File: config.mk
export PLATFORM = sky130hd
export DESIGN_NAME = alu_slice
export DESIGN_NICKNAME = d
export VERILOG_FILES = /design/src/rtl/alu_slice_pkg.sv /design/src/rtl/alu_logic_cell.sv /design/src/rtl/alu_ripple.sv /design/src/rtl/alu_result_mux.sv /design/src/rtl/alu_flag_unit.sv /design/src/rtl/alu_slice.sv
export SDC_FILE = /design/constraint.sdc
export NUM_CORES = 1
export LEC_CHECK = 0
export BUFFER_PORTS_ARGS = -buffer_cell sky130_fd_sc_hd__buf_2
export CAP_MARGIN = 20
export CORE_AREA = 2 2 39 41
export DETAILED_ROUTE_END_ITERATION = 6
export DIE_AREA = 0 0 41 43
export PLACE_DENSITY = 0.82
export REMOVE_ABC_BUFFERS = 1
export SLEW_MARGIN = 25
export SYNTH_ARGS = -nofsm -noshare
export SYNTH_HDL_FRONTEND = slang
export SYNTH_SLANG_ARGS = --single-unit
File: constraint.sdc
create_clock -name vclk -period 5.3
set_clock_uncertainty 0.2 [all_clocks]
set_input_delay 0.53 -clock vclk [all_inputs]
set_output_delay 0.53 -clock vclk [all_outputs]
set_load 0.005 [all_outputs]
File: src/rtl/alu_slice_pkg.sv
// Package: shared operation codes and per-bit term bundle for the ALU slice.
// Assumes: the encodings below are fixed by the instruction decoder upstream.
package alu_slice_pkg;

    typedef enum logic [2:0] {
        OP_INV_A = 3'd0,
        OP_XOR   = 3'd1,
        OP_OR    = 3'd2,
        OP_ADD   = 3'd3,
        OP_AND   = 3'd4,
        OP_SHL   = 3'd5,
        OP_SHR   = 3'd6,
        OP_ZERO  = 3'd7
    } alu_op_e;

    // Terms one adder bit produces; the logic results reuse them.
    typedef struct packed {
        logic and_t;
        logic xor_t;
        logic or_t;
        logic sum_t;
    } bit_terms_t;

endpackage

File: src/rtl/alu_logic_cell.sv
// Module: one-bit full adder whose internal terms are exported as logic results.
// Assumes: purely combinational; carry ripples from the neighbour cell.
module alu_logic_cell
    import alu_slice_pkg::*;
(
    input  logic       a_i,
    input  logic       b_i,
    input  logic       c_i,
    output bit_terms_t terms_o,
    output logic       c_o
);

    logic half_x;
    logic half_a;

    // Half-adder terms shared between the sum path and the logic outputs.
    always_comb begin
        half_x = a_i ^ b_i;
        half_a = a_i & b_i;
    end

    // Full-adder completion plus the extra OR term.
    always_comb begin
        terms_o.and_t = half_a;
        terms_o.xor_t = half_x;
        terms_o.or_t  = a_i | b_i;
        terms_o.sum_t = half_x ^ c_i;
        c_o           = half_a | (half_x & c_i);
    end

endmodule

File: src/rtl/alu_ripple.sv
// Module: ripple chain of logic cells forming the slice adder.
// Assumes: WIDTH >= 2; carry enters at bit 0.
module alu_ripple
    import alu_slice_pkg::*;
#(
    parameter int WIDTH = 4
) (
    input  logic [WIDTH-1:0] a_i,
    input  logic [WIDTH-1:0] b_i,
    input  logic             c_i,
    output logic [WIDTH-1:0] and_o,
    output logic [WIDTH-1:0] xor_o,
    output logic [WIDTH-1:0] or_o,
    output logic [WIDTH-1:0] sum_o,
    output logic             c_o
);

    logic       [WIDTH:0]   chain;
    bit_terms_t [WIDTH-1:0] terms;

    assign chain[0] = c_i;

    for (genvar gi = 0; gi < WIDTH; gi++) begin : g_cell
        alu_logic_cell u_cell (
            .a_i     (a_i[gi]),
            .b_i     (b_i[gi]),
            .c_i     (chain[gi]),
            .terms_o (terms[gi]),
            .c_o     (chain[gi+1])
        );
        // Unpack one cell's terms into the bus vectors.
        always_comb begin
            and_o[gi] = terms[gi].and_t;
            xor_o[gi] = terms[gi].xor_t;
            or_o[gi]  = terms[gi].or_t;
            sum_o[gi] = terms[gi].sum_t;
        end
    end

    assign c_o = chain[WIDTH];

endmodule

File: src/rtl/alu_result_mux.sv
// Module: eight-way result selector including shifts through carry.
// Assumes: top result bit is zero for the bitwise operations.
module alu_result_mux
    import alu_slice_pkg::*;
#(
    parameter int WIDTH = 4,
    localparam int RW = WIDTH + 1
) (
    input  alu_op_e          op_i,
    input  logic [WIDTH-1:0] a_i,
    input  logic             c_i,
    input  logic [WIDTH-1:0] and_i,
    input  logic [WIDTH-1:0] xor_i,
    input  logic [WIDTH-1:0] or_i,
    input  logic [WIDTH-1:0] sum_i,
    input  logic             cout_i,
    output logic [RW-1:0]    res_o
);

    // Pick one candidate per operation code.
    always_comb begin
        unique case (op_i)
            OP_INV_A: res_o = {1'b0, ~a_i};
            OP_XOR:   res_o = {1'b0, xor_i};
            OP_OR:    res_o = {1'b0, or_i};
            OP_ADD:   res_o = {cout_i, sum_i};
            OP_AND:   res_o = {1'b0, and_i};
            OP_SHL:   res_o = {a_i, c_i};
            OP_SHR:   res_o = {a_i[0], c_i, a_i[WIDTH-1:1]};
            default:  res_o = '0;
        endcase
    end

endmodule

File: src/rtl/alu_flag_unit.sv
// Module: comparison flags with gated cascade inputs.
// Assumes: a disabled cascade reads as "true" so the local term passes.
module alu_flag_unit #(
    parameter int WIDTH = 4
) (
    input  logic [WIDTH-1:0] a_i,
    input  logic [WIDTH-1:0] xor_i,
    input  logic [WIDTH-1:0] res_i,
    input  logic             casc_en_i,
    input  logic             az_casc_i,
    input  logic             eq_casc_i,
    input  logic             rz_casc_i,
    output logic             a_zero_o,
    output logic             a_eq_b_o,
    output logic             res_zero_o
);

    logic az_loc, eq_loc, rz_loc;
    logic az_in, eq_in, rz_in;

    // Local terms: AND of inverted A, NOR of XOR terms, NOR of result bits.
    always_comb begin
        az_loc = &(~a_i);
        eq_loc = ~(|xor_i);
        rz_loc = ~(|res_i);
    end

    // Gate cascade inputs by the enable; disabled inputs are neutral.
    always_comb begin
        az_in = az_casc_i | ~casc_en_i;
        eq_in = eq_casc_i | ~casc_en_i;
        rz_in = rz_casc_i | ~casc_en_i;
    end

    // Combine local and incoming terms.
    always_comb begin
        a_zero_o   = az_loc & az_in;
        a_eq_b_o   = eq_loc & eq_in;
        res_zero_o = rz_loc & rz_in;
    end

endmodule

File: src/rtl/alu_slice.sv
// Module: cascadable ALU slice (top). Combinational, no clock or reset.
// Assumes: carry_i and the cascade inputs come from the less significant
//          slice, or from outside on the lowest slice.
module alu_slice
    import alu_slice_pkg::*;
#(
    parameter int WIDTH = 4,
    localparam int RW = WIDTH + 1
) (
    input  logic [WIDTH-1:0] a_i,
    input  logic [WIDTH-1:0] b_i,
    input  logic             carry_i,
    input  logic [2:0]       op_sel_i,
    input  logic             casc_en_i,
    input  logic             az_casc_i,
    input  logic             eq_casc_i,
    input  logic             rz_casc_i,
    output logic [RW-1:0]    result_o,
    output logic             carry_o,
    output logic             a_zero_o,
    output logic             a_eq_b_o,
    output logic             res_zero_o
);

    logic [WIDTH-1:0] and_v, xor_v, or_v, sum_v;
    logic             add_c;
    alu_op_e          op;

    assign op = alu_op_e'(op_sel_i);

    alu_ripple #(.WIDTH(WIDTH)) u_ripple (
        .a_i   (a_i),
        .b_i   (b_i),
        .c_i   (carry_i),
        .and_o (and_v),
        .xor_o (xor_v),
        .or_o  (or_v),
        .sum_o (sum_v),
        .c_o   (add_c)
    );

    alu_result_mux #(.WIDTH(WIDTH)) u_mux (
        .op_i   (op),
        .a_i    (a_i),
        .c_i    (carry_i),
        .and_i  (and_v),
        .xor_i  (xor_v),
        .or_i   (or_v),
        .sum_i  (sum_v),
        .cout_i (add_c),
        .res_o  (result_o)
    );

    alu_flag_unit #(.WIDTH(WIDTH)) u_flags (
        .a_i        (a_i),
        .xor_i      (xor_v),
        .res_i      (result_o[WIDTH-1:0]),
        .casc_en_i  (casc_en_i),
        .az_casc_i  (az_casc_i),
        .eq_casc_i  (eq_casc_i),
        .rz_casc_i  (rz_casc_i),
        .a_zero_o   (a_zero_o),
        .a_eq_b_o   (a_eq_b_o),
        .res_zero_o (res_zero_o)
    );

    assign carry_o = add_c;

endmodule

### After elaboration in Yosys (flattened, before gate mapping)

Cells that the tools add are included.
W data, S select, Z words.

| cells by class | value |
|---|---|
| equality and inequality tests | 6 |
| muxes and demuxes | 1 |
| bitwise operators | 34 |
| reduce and logical (&&, ||, !) cells | 4 |

Operators with widths:

| cell | count |
|---|---|
| $pmux W5 S7 | 1 |
| $and A1 B1 Y1 | 11 |
| $or A1 B1 Y1 | 11 |
| $eq A3 B3 Y1 const B | 3 |
| $reduce_or A4 Y1 | 2 |
| $xor A1 B1 Y1 | 8 |
| $eq A3 B2 Y1 const B | 2 |
| $not A4 Y4 | 1 |
| $reduce_and A4 Y1 | 1 |
| $eq A3 B1 Y1 const B | 1 |
| $logic_not A3 Y1 | 1 |
| $not A1 Y1 | 3 |

| storage, ports and cells | value |
|---|---|
| register bits after elaboration | 0 |
| input port bits | 16 |
| output and inout port bits | 9 |
| logic and storage cells | 45 |

### Logic depth before layout (Yosys ltp)

Gate-level depths: netlist of run 1.

| depth | value |
|---|---|
| word-level depth | 13 |
| mapped depth | 12 |
| depth with buffers taken out | 12 |

### Cells and area by module

A second synthesis of run 1 with hierarchy kept.

| unflattened totals | value |
|---|---|
| cells, all modules | 79 |
| area total of the unflattened synthesis | 641.9 µm² |

Modules (own cells, without submodules):

| module | times used | cells each | area an instance (µm²) | sequential area each (µm²) |
|---|---|---|---|---|
| alu_result_mux | 1 | 38 | 307.8 | 0.0 |
| alu_logic_cell | 4 | 8 | 71.3 | 0.0 |
| alu_flag_unit | 1 | 9 | 48.8 | 0.0 |

### Least setup slack after synthesis of run 1

OpenSTA, ideal clock, no wires.

| timing path | value |
|---|---|
| path type | input to output |
| start point | input port a_i[0] |
| end point | output port res_zero_o |
| arrival | 2608 ps |
| path slack | 1962 ps |
| stages | 12 |
| path buffers | 0 |
| cell sequence | fa_1 > inv_1 > fa_1 > inv_1 > fa_1 > inv_1 > fa_1 > mux2i_1 > a32o_1 > a21oi_1 > o2111ai_1 > a2111oi_2 |

| on the way | value |
|---|---|
| longest elaborated chain between the ends | 12 |
| elaborated cells on any way between the ends | 18 |
| classes of those cells | 1 x mux; 16 x bitwise; 1 x reduce/logical |

Ends and longest elaborated chain:

| element | RTL line | source |
|---|---|---|
| start: declaration | alu_slice.sv:10 | `input logic [WIDTH-1:0] a_i,` |
| $xor A1 B1 Y1 | alu_logic_cell.sv:18 | `half_x = a_i ^ b_i;` |
| $and A1 B1 Y1 | alu_logic_cell.sv:28 | `c_o = half_a \| (half_x & c_i);` |
| $or A1 B1 Y1 | alu_logic_cell.sv:28 |  |
| $and A1 B1 Y1 | alu_logic_cell.sv:28 |  |
| $or A1 B1 Y1 | alu_logic_cell.sv:28 |  |
| $and A1 B1 Y1 | alu_logic_cell.sv:28 |  |
| $or A1 B1 Y1 | alu_logic_cell.sv:28 |  |
| $xor A1 B1 Y1 | alu_logic_cell.sv:27 | `terms_o.sum_t = half_x ^ c_i;` |
| $pmux W5 S7 (*) | alu_result_mux.sv:22 | `unique case (op_i)` |
| $reduce_or A4 Y1 (*) | alu_flag_unit.sv:25 | `rz_loc = ~(\|res_i);` |
| $not A1 Y1 (*) | alu_flag_unit.sv:25 |  |
| $and A1 B1 Y1 (*) | alu_flag_unit.sv:39 | `res_zero_o = rz_loc & rz_in;` |
| end: declaration | alu_slice.sv:22 | `output logic res_zero_o` |

Mark *: on every way between the ends. The rest lies on a longest branch, timed or not.

### Worst setup path after layout of run 1

Same ends and word-level chain as after synthesis.

==> reports/results.txt, run 1 <==
number of I/O port buffers = 25
Setup WS post-layout = 1.47 ns
vias in the first global route = 548
drc violations = 0
status = finished clean
Post-Syn Area = 568 µm²
initial core utilization = 41.0%
total power per unit cell area = 83.1 nW/µm²
Hold Vio Cnt, Final = 0
area delta synth->final = 21.4%
mux cell area share after synthesis = 7.71%
Compound-Gate Fraction of Synth Area = 26.7%
Die ar. = 1760 µm²
placed inst area = 689 µm²
Die H = 43 µm
clock buffers = 0
share of layout cells above drive strength 1 = 31.0%
Iter 0 DRT Violations = 12
fin. max-slew vios = 0
CP endpoint = res_zero_o
Max Cap Violations = 0
switching share of power = 55.7%
Detail Route Antenna Nets = 0
Ant. Diodes = 0
Comb power frac = 100.0%
multi-input logic area = 470 µm²
DIE WIDTH = 41 µm
largest family of logic cells by synthesized area = adder cells
worst-margin pin slew = 0.295 ns
Clk pwr share = 0%
Cells after DPL = 116
GRT Util Overall = 17.7%
relative slew slack = 80.3%
core area = 1380 µm²
Via density = 5.28
num sequential = 0
Worst Path Buf+Inv = 5
nets = 130
FILL cells = 146
maximum vdd drop = 0.0000276 V
total negative slack = 0 ns
crit path cell chain = buf_2, fa_1, inv_1, fa_1, inv_1, fa_1, inv_1, fa_1, mux2i_1, a32o_1, a21oi_1, o2111ai_1, a2111oi_2, buf_2
share of the synthesized area in the top cell type = 17.6%
Overall Power = 0.0000573 W
post-placement setup slack = 1.46 ns
Hold Crit Class = input pin to output pin
design area = 689 µm²
xor/xnor share of the synthesized area = 0%
sequential group share of total power = 0%
row cnt = 14
Critical Path Stages = 14
final wirelength = 1360 µm
WL per Instance = 11.7 µm
Simple-Gate Fraction of Synth Area = 16.7%
Critical Path Source Type = input pin
cell taking the most area after synthesis = ha_1
vias after detailed routing = 613
Yosys cell types = 32
global-route wire length before repair = 2290 µm
Hold-fix buffers, CTS = 0
post-synthesis adder-cell area fraction = 31.7%
top cells by area, synth = ha_1 (18%), fa_1 (14%), inv_1 (11%)
CP max stage cell = fa_1
Crit path top cell by count = fa_1
number of antenna violations at the first check in global routing = 0
Worst setup EP type = output pin
total grt overflow = 0
Crit Path Class = input pin to output pin
final worst path period share = 72.3%
fmax = 0.261 GHz
Post-CTS Setup Bufs = 0
# setup viols final = 0
register area share after synthesis = 0%
internal power = 0.0000254 W
syn_area_per_cell = 7.19 µm²
register area = 0 µm²
pin count of the biggest net entering global routing = 17
I/O pin cnt = 25
GP Congestion = 0.859
Psw = 0.0000319 W
DPL Wire Length = 1190 µm
post-cts resize count = 0
Synthesis Warnings = 0
Worst Path Arrival = 3.10 ns
Mapped Cells = 79
Final min period = 3.83 ns
worst endpoint required time = 4.57 ns
Pleak = 0.383 nW
Pre-antenna DRT Iters = 4
Finished Layout Cells = 116
unrepaired setup endpoints after global routing = no
max incr delay on CP = 0.47 ns
Max Fanout on Critical Path = 5
Setup crit start = a_i[0]
CP delay by family, top = adder cells
[metrics by stage]
| step | util (%) | hold WS [ns] |
|---|---|---|
| after floorplan | - | 0.904 |
| after global placement | 49.8 | 1.13 |
| after detailed placement | 49.8 | 1.15 |
| after CTS | 49.8 | 1.15 |
| after global routing | 49.8 | 1.17 |
| final | 49.8 | 1.14 |
[cell usage after synthesis, drive strengths merged (2+ instances only)]
library cell  instances
nor2                  4
fa                    4
a21oi                 7
ha                    8
nand2b                2
o21ai                 3
nand2                 9
a32o                  2
o211ai                2
buf                   2
inv                  19
clkbuf                2
[power groups by stage]
stage               Sequential [W]  Clock (W)  Combinational, W
floorplan                        0          0         0.0000324
global placement                 0          0         0.0000551
detailed placement               0          0         0.0000573
CTS                              0          0         0.0000574
global route                     0          0         0.0000659
finish                           0          0         0.0000573
[final cells by class]
type	count	area share, %
inverters	19	10.7
multi-input cells	56	68.2
well taps	16	2.90
repair buffers	25	18.1
[tightest hold or removal path, stage by stage]
cell,delay [ns]
buf_2,0.11
a21oi_1,0.06
buf_2,0.11
[worst min-delay path by stage]
stage | from | endpoint | slack, ns | cells after the start
4_1_cts | casc_en_i | a_zero_o | 1.15 | 3
2_1_floorplan | casc_en_i | res_zero_o | 0.90 | 1
3_3_place_gp | casc_en_i | a_zero_o | 1.13 | 3
3_5_place_dp | casc_en_i | a_zero_o | 1.15 | 3
5_1_grt | casc_en_i | a_eq_b_o | 1.17 | 3
6_report | casc_en_i | a_eq_b_o | 1.14 | 3
[kinds of logic after synthesis]
group                    Yosys count
buffers and inverters             23
AO/OA/AOI/OAI                     21
AND/OR/NAND/NOR                   20
adder cells (fa/ha/maj)           12
multiplexers                       3
[routing by layer]
| layer | GRT usage (%) | vias to the layer above | wire length, µm |
|---|---|---|---|
| li1 | - | 311 | - |
| met1 | 23.1 | 280 | 578 |
| met2 | 31.9 | 22 | 686 |
| met3 | 1.05 | 0 | 97 |
| met4 | 0.667 | 0 | 0 |
| met5 | 0 | - | 0 |
[placed cells by master (no fill, tap or decap)]
master,synthesis,final
and3_1,1,1
ha_1,8,8
inv_2,1,1
nand4_1,1,1
nand2_1,9,9
a21oi_2,1,1
inv_1,17,17
a211o_1,1,1
a2111oi_2,1,1
o21ai_0,3,3
o2111ai_1,1,1
buf_2,1,25
o22ai_1,1,1
o221ai_1,1,1
o211ai_1,2,2
mux4_2,1,1
a21oi_1,6,6
fa_1,4,4
mux2_1,1,1
a31oi_1,1,1
a32o_1,2,2
nand3_1,1,1
nor2b_1,1,1
nor2_2,1,1
inv_4,1,1
nand2b_1,2,2
mux2i_1,1,1
or4_1,1,1
nor2_1,3,3
a32oi_1,1,1
Note: power is estimated with default switching activity, not from simulation.
==> run 2, diff against run 1 <==
--- a/config.mk
+++ b/config.mk
@@ -5,12 +5,13 @@
 export SDC_FILE = /design/constraint.sdc
 export NUM_CORES = 1
 export LEC_CHECK = 0
+export ABC_AREA = 1
 export BUFFER_PORTS_ARGS = -buffer_cell sky130_fd_sc_hd__buf_2
 export CAP_MARGIN = 20
 export CORE_AREA = 2 2 39 41
 export DETAILED_ROUTE_END_ITERATION = 6
 export DIE_AREA = 0 0 41 43
-export PLACE_DENSITY = 0.82
+export PLACE_DENSITY = 0.89
 export REMOVE_ABC_BUFFERS = 1
 export SLEW_MARGIN = 25
 export SYNTH_ARGS = -nofsm -noshare
==> constraint.sdc (replaced) <==
create_clock -name vclk -period 3.65
set_clock_uncertainty 0.2 [all_clocks]
set_input_delay 0.365 -clock vclk [all_inputs]
set_output_delay 0.365 -clock vclk [all_outputs]
set_load 0.005 [all_outputs]
==> reports/results.txt, run 2 <==
status = finished clean
Die H = 43 µm (unchanged)
Clk pwr share = 0% (unchanged)
CP max stage cell = fa_1
switching share of power = 61.0% (+5.2 points)
number of I/O port buffers = 25 (unchanged)
fin. max-slew vios = 0 (unchanged)
max incr delay on CP = 0.41 ns (-0.06 ns)
sequential group share of total power = 0% (unchanged)
top cells by area, synth = inv_1 (16%), ha_1 (15%), nand4_1 (15%)
total negative slack = 0 ns (unchanged)
Pleak = 0.481 nW (+25%)
GRT Util Overall = 22.6% (+4.9 points)
top-count cell post-synth = inv_1
WL per Instance = 11.5 µm (-2.2%)
post-cts resize count = 0 (unchanged)
met1 GRT Util = 31.6% (+8.6 points)
Worst Path Buf+Inv = 6 (+1)
nets = 162 (+25%)
internal power = 0.0000332 W (+31%)
I/O pin cnt = 25 (unchanged)
register area = 0 µm² (unchanged)
num sequential = 0 (unchanged)
row cnt = 14 (unchanged)
# setup viols final = 0 (unchanged)
cell taking the most area after synthesis = inv_1
Critical Path Source Type = input pin
met3 Use GR = 0.524% (-0.52 points)
Max Fanout on Critical Path = 5 (unchanged)
share of layout cells above drive strength 1 = 22.0% (-9.0 points)
gr busiest metal = met2
Hold Crit Class = input pin to output pin
Iter 0 DRT Violations = 25 (+13)
Final min period = 3.06 ns
global-route wire length before repair = 2970 µm (+30%)
design area = 757 µm² (+9.8%)
Pre-antenna DRT Iters = 4 (unchanged)
Mapped Cells = 111 (+41%)
Crit Path Class = input pin to output pin
Ant. Diodes = 0 (unchanged)
DIE WIDTH = 41 µm (unchanged)
share of the synthesized area in the top cell type = 15.7% (-2.0 points)
Worst setup EP type = output pin
area delta synth->final = 17.0%
final wirelength = 1700 µm (+25%)
DPL Wire Length = 1380 µm (+16%)
synth cell count leaders = inv_1 (27), nand2_1 (20), nand4_1 (16), nand3_1 (14), nor2_1 (9)
Finished Layout Cells = 148 (+28%)
worst endpoint required time = 3.08 ns (-1.49 ns)
relative slew slack = 63.7% (-17 points)
worst-margin pin slew = 0.543 ns (+0.248 ns)
CP delay by family, top = adder cells
total grt overflow = 0 (unchanged)
commonest non-fill, non-tap cells in the layout = inv_1 (27), buf_2 (25), nand2_1 (20)
core area = 1380 µm² (unchanged)
clock buffers = 0 (unchanged)
Max Cap Violations = 0 (unchanged)
Via density = 5.44 (+2.9%)
vias after detailed routing = 805 (+31%)
unrepaired setup endpoints after global routing = no
Post-CTS Setup Bufs = 0 (unchanged)
Detail Route Antenna Nets = 0 (unchanged)
Synthesis Warnings = 0 (unchanged)
crit path cell chain = buf_2, fa_1, inv_1, fa_1, inv_1, fa_1, inv_1, fa_1, inv_1, nand2_1, nand4_1, nor2_1, nand3_1, nor2_1, buf_2
vias in the first global route = 725 (+32%)
fmax = 0.327 GHz
Cells after DPL = 148 (+28%)
pin count of the biggest net entering global routing = 16 (-1)
drc violations = 0 (unchanged)
number of antenna violations at the first check in global routing = 0 (unchanged)
Comb power frac = 100.0% (about the same)
final worst path period share = 83.7%
total power per unit cell area = 112 nW/µm² (+35%)
register area share after synthesis = 0% (unchanged)
placed inst area = 757 µm² (+9.8%)
GP Congestion = 0.910 (+5.9%)
routing usage on met2 = 38.1% (+6.3 points)
Worst Path Arrival = 2.49 ns (-0.61 ns)
initial core utilization = 46.7% (+5.7 points)
Overall Power = 0.0000850 W (+48%)
syn_area_per_cell = 5.83 µm² (-19%)
commonest non-fill, non-tap cell in the layout = inv_1
Yosys cell types = 15 (-53%)
maximum vdd drop = 0.0000499 V (+81%)
Hold Vio Cnt, Final = 0 (unchanged)
Hold-fix buffers, CTS = 0 (unchanged)
Psw = 0.0000518 W (+62%)
Post-Syn Area = 647 µm² (+14%)
Die ar. = 1760 µm² (unchanged)
[run 2: cells by family after synthesis]
group,count (synthesis),synth area share (%)
AOI/OAI and AO/OA,2,1.55
adders and majority gates,12,27.9
buffers and inverters,34,22.8
and+or+nand+nor,63,47.8
[run 2: final timing paths]
check  startpoint         end  slack, ns  depth (start not counted)
max        a_i[0]  res_zero_o       0.59                         15
min     casc_en_i    a_eq_b_o       0.80                          3
[run 2: area by class of cell]
cell class / instances / area, µm²
Fill cell: 139 / 627
Multi-Input combinational cell: 77 / 499
Timing Repair Buffer: 25 / 125
Inverter: 30 / 113
Tap cell: 16 / 20.0
[run 2: routing by layer]
layer,vias to the layer above,part of all wire [%]
met5,-,0
met4,0,1.1
li1,400,-
met3,4,7.2
met2,44,52
met1,357,39
[run 2: metrics by stage]
stage          setup slack [ns]  util [%]  hold slack, ns
3_3_place_gp              0.637      54.7           0.795
4_1_cts                   0.579      54.7           0.798
6_report                  0.594      54.7           0.798
5_1_grt                   0.408      54.7           0.826
3_5_place_dp              0.583      54.7           0.797
2_1_floorplan             0.951         -           0.581
[run 2: power groups by stage]
stage / combinational (W) / sequential [W] / clock (W)
after detailed placement: 0.0000843 / 0 / 0
final: 0.0000850 / 0 / 0
after CTS: 0.0000846 / 0 / 0
after global placement: 0.0000813 / 0 / 0
after global routing: 0.0000975 / 0 / 0
after floorplan: 0.0000462 / 0 / 0
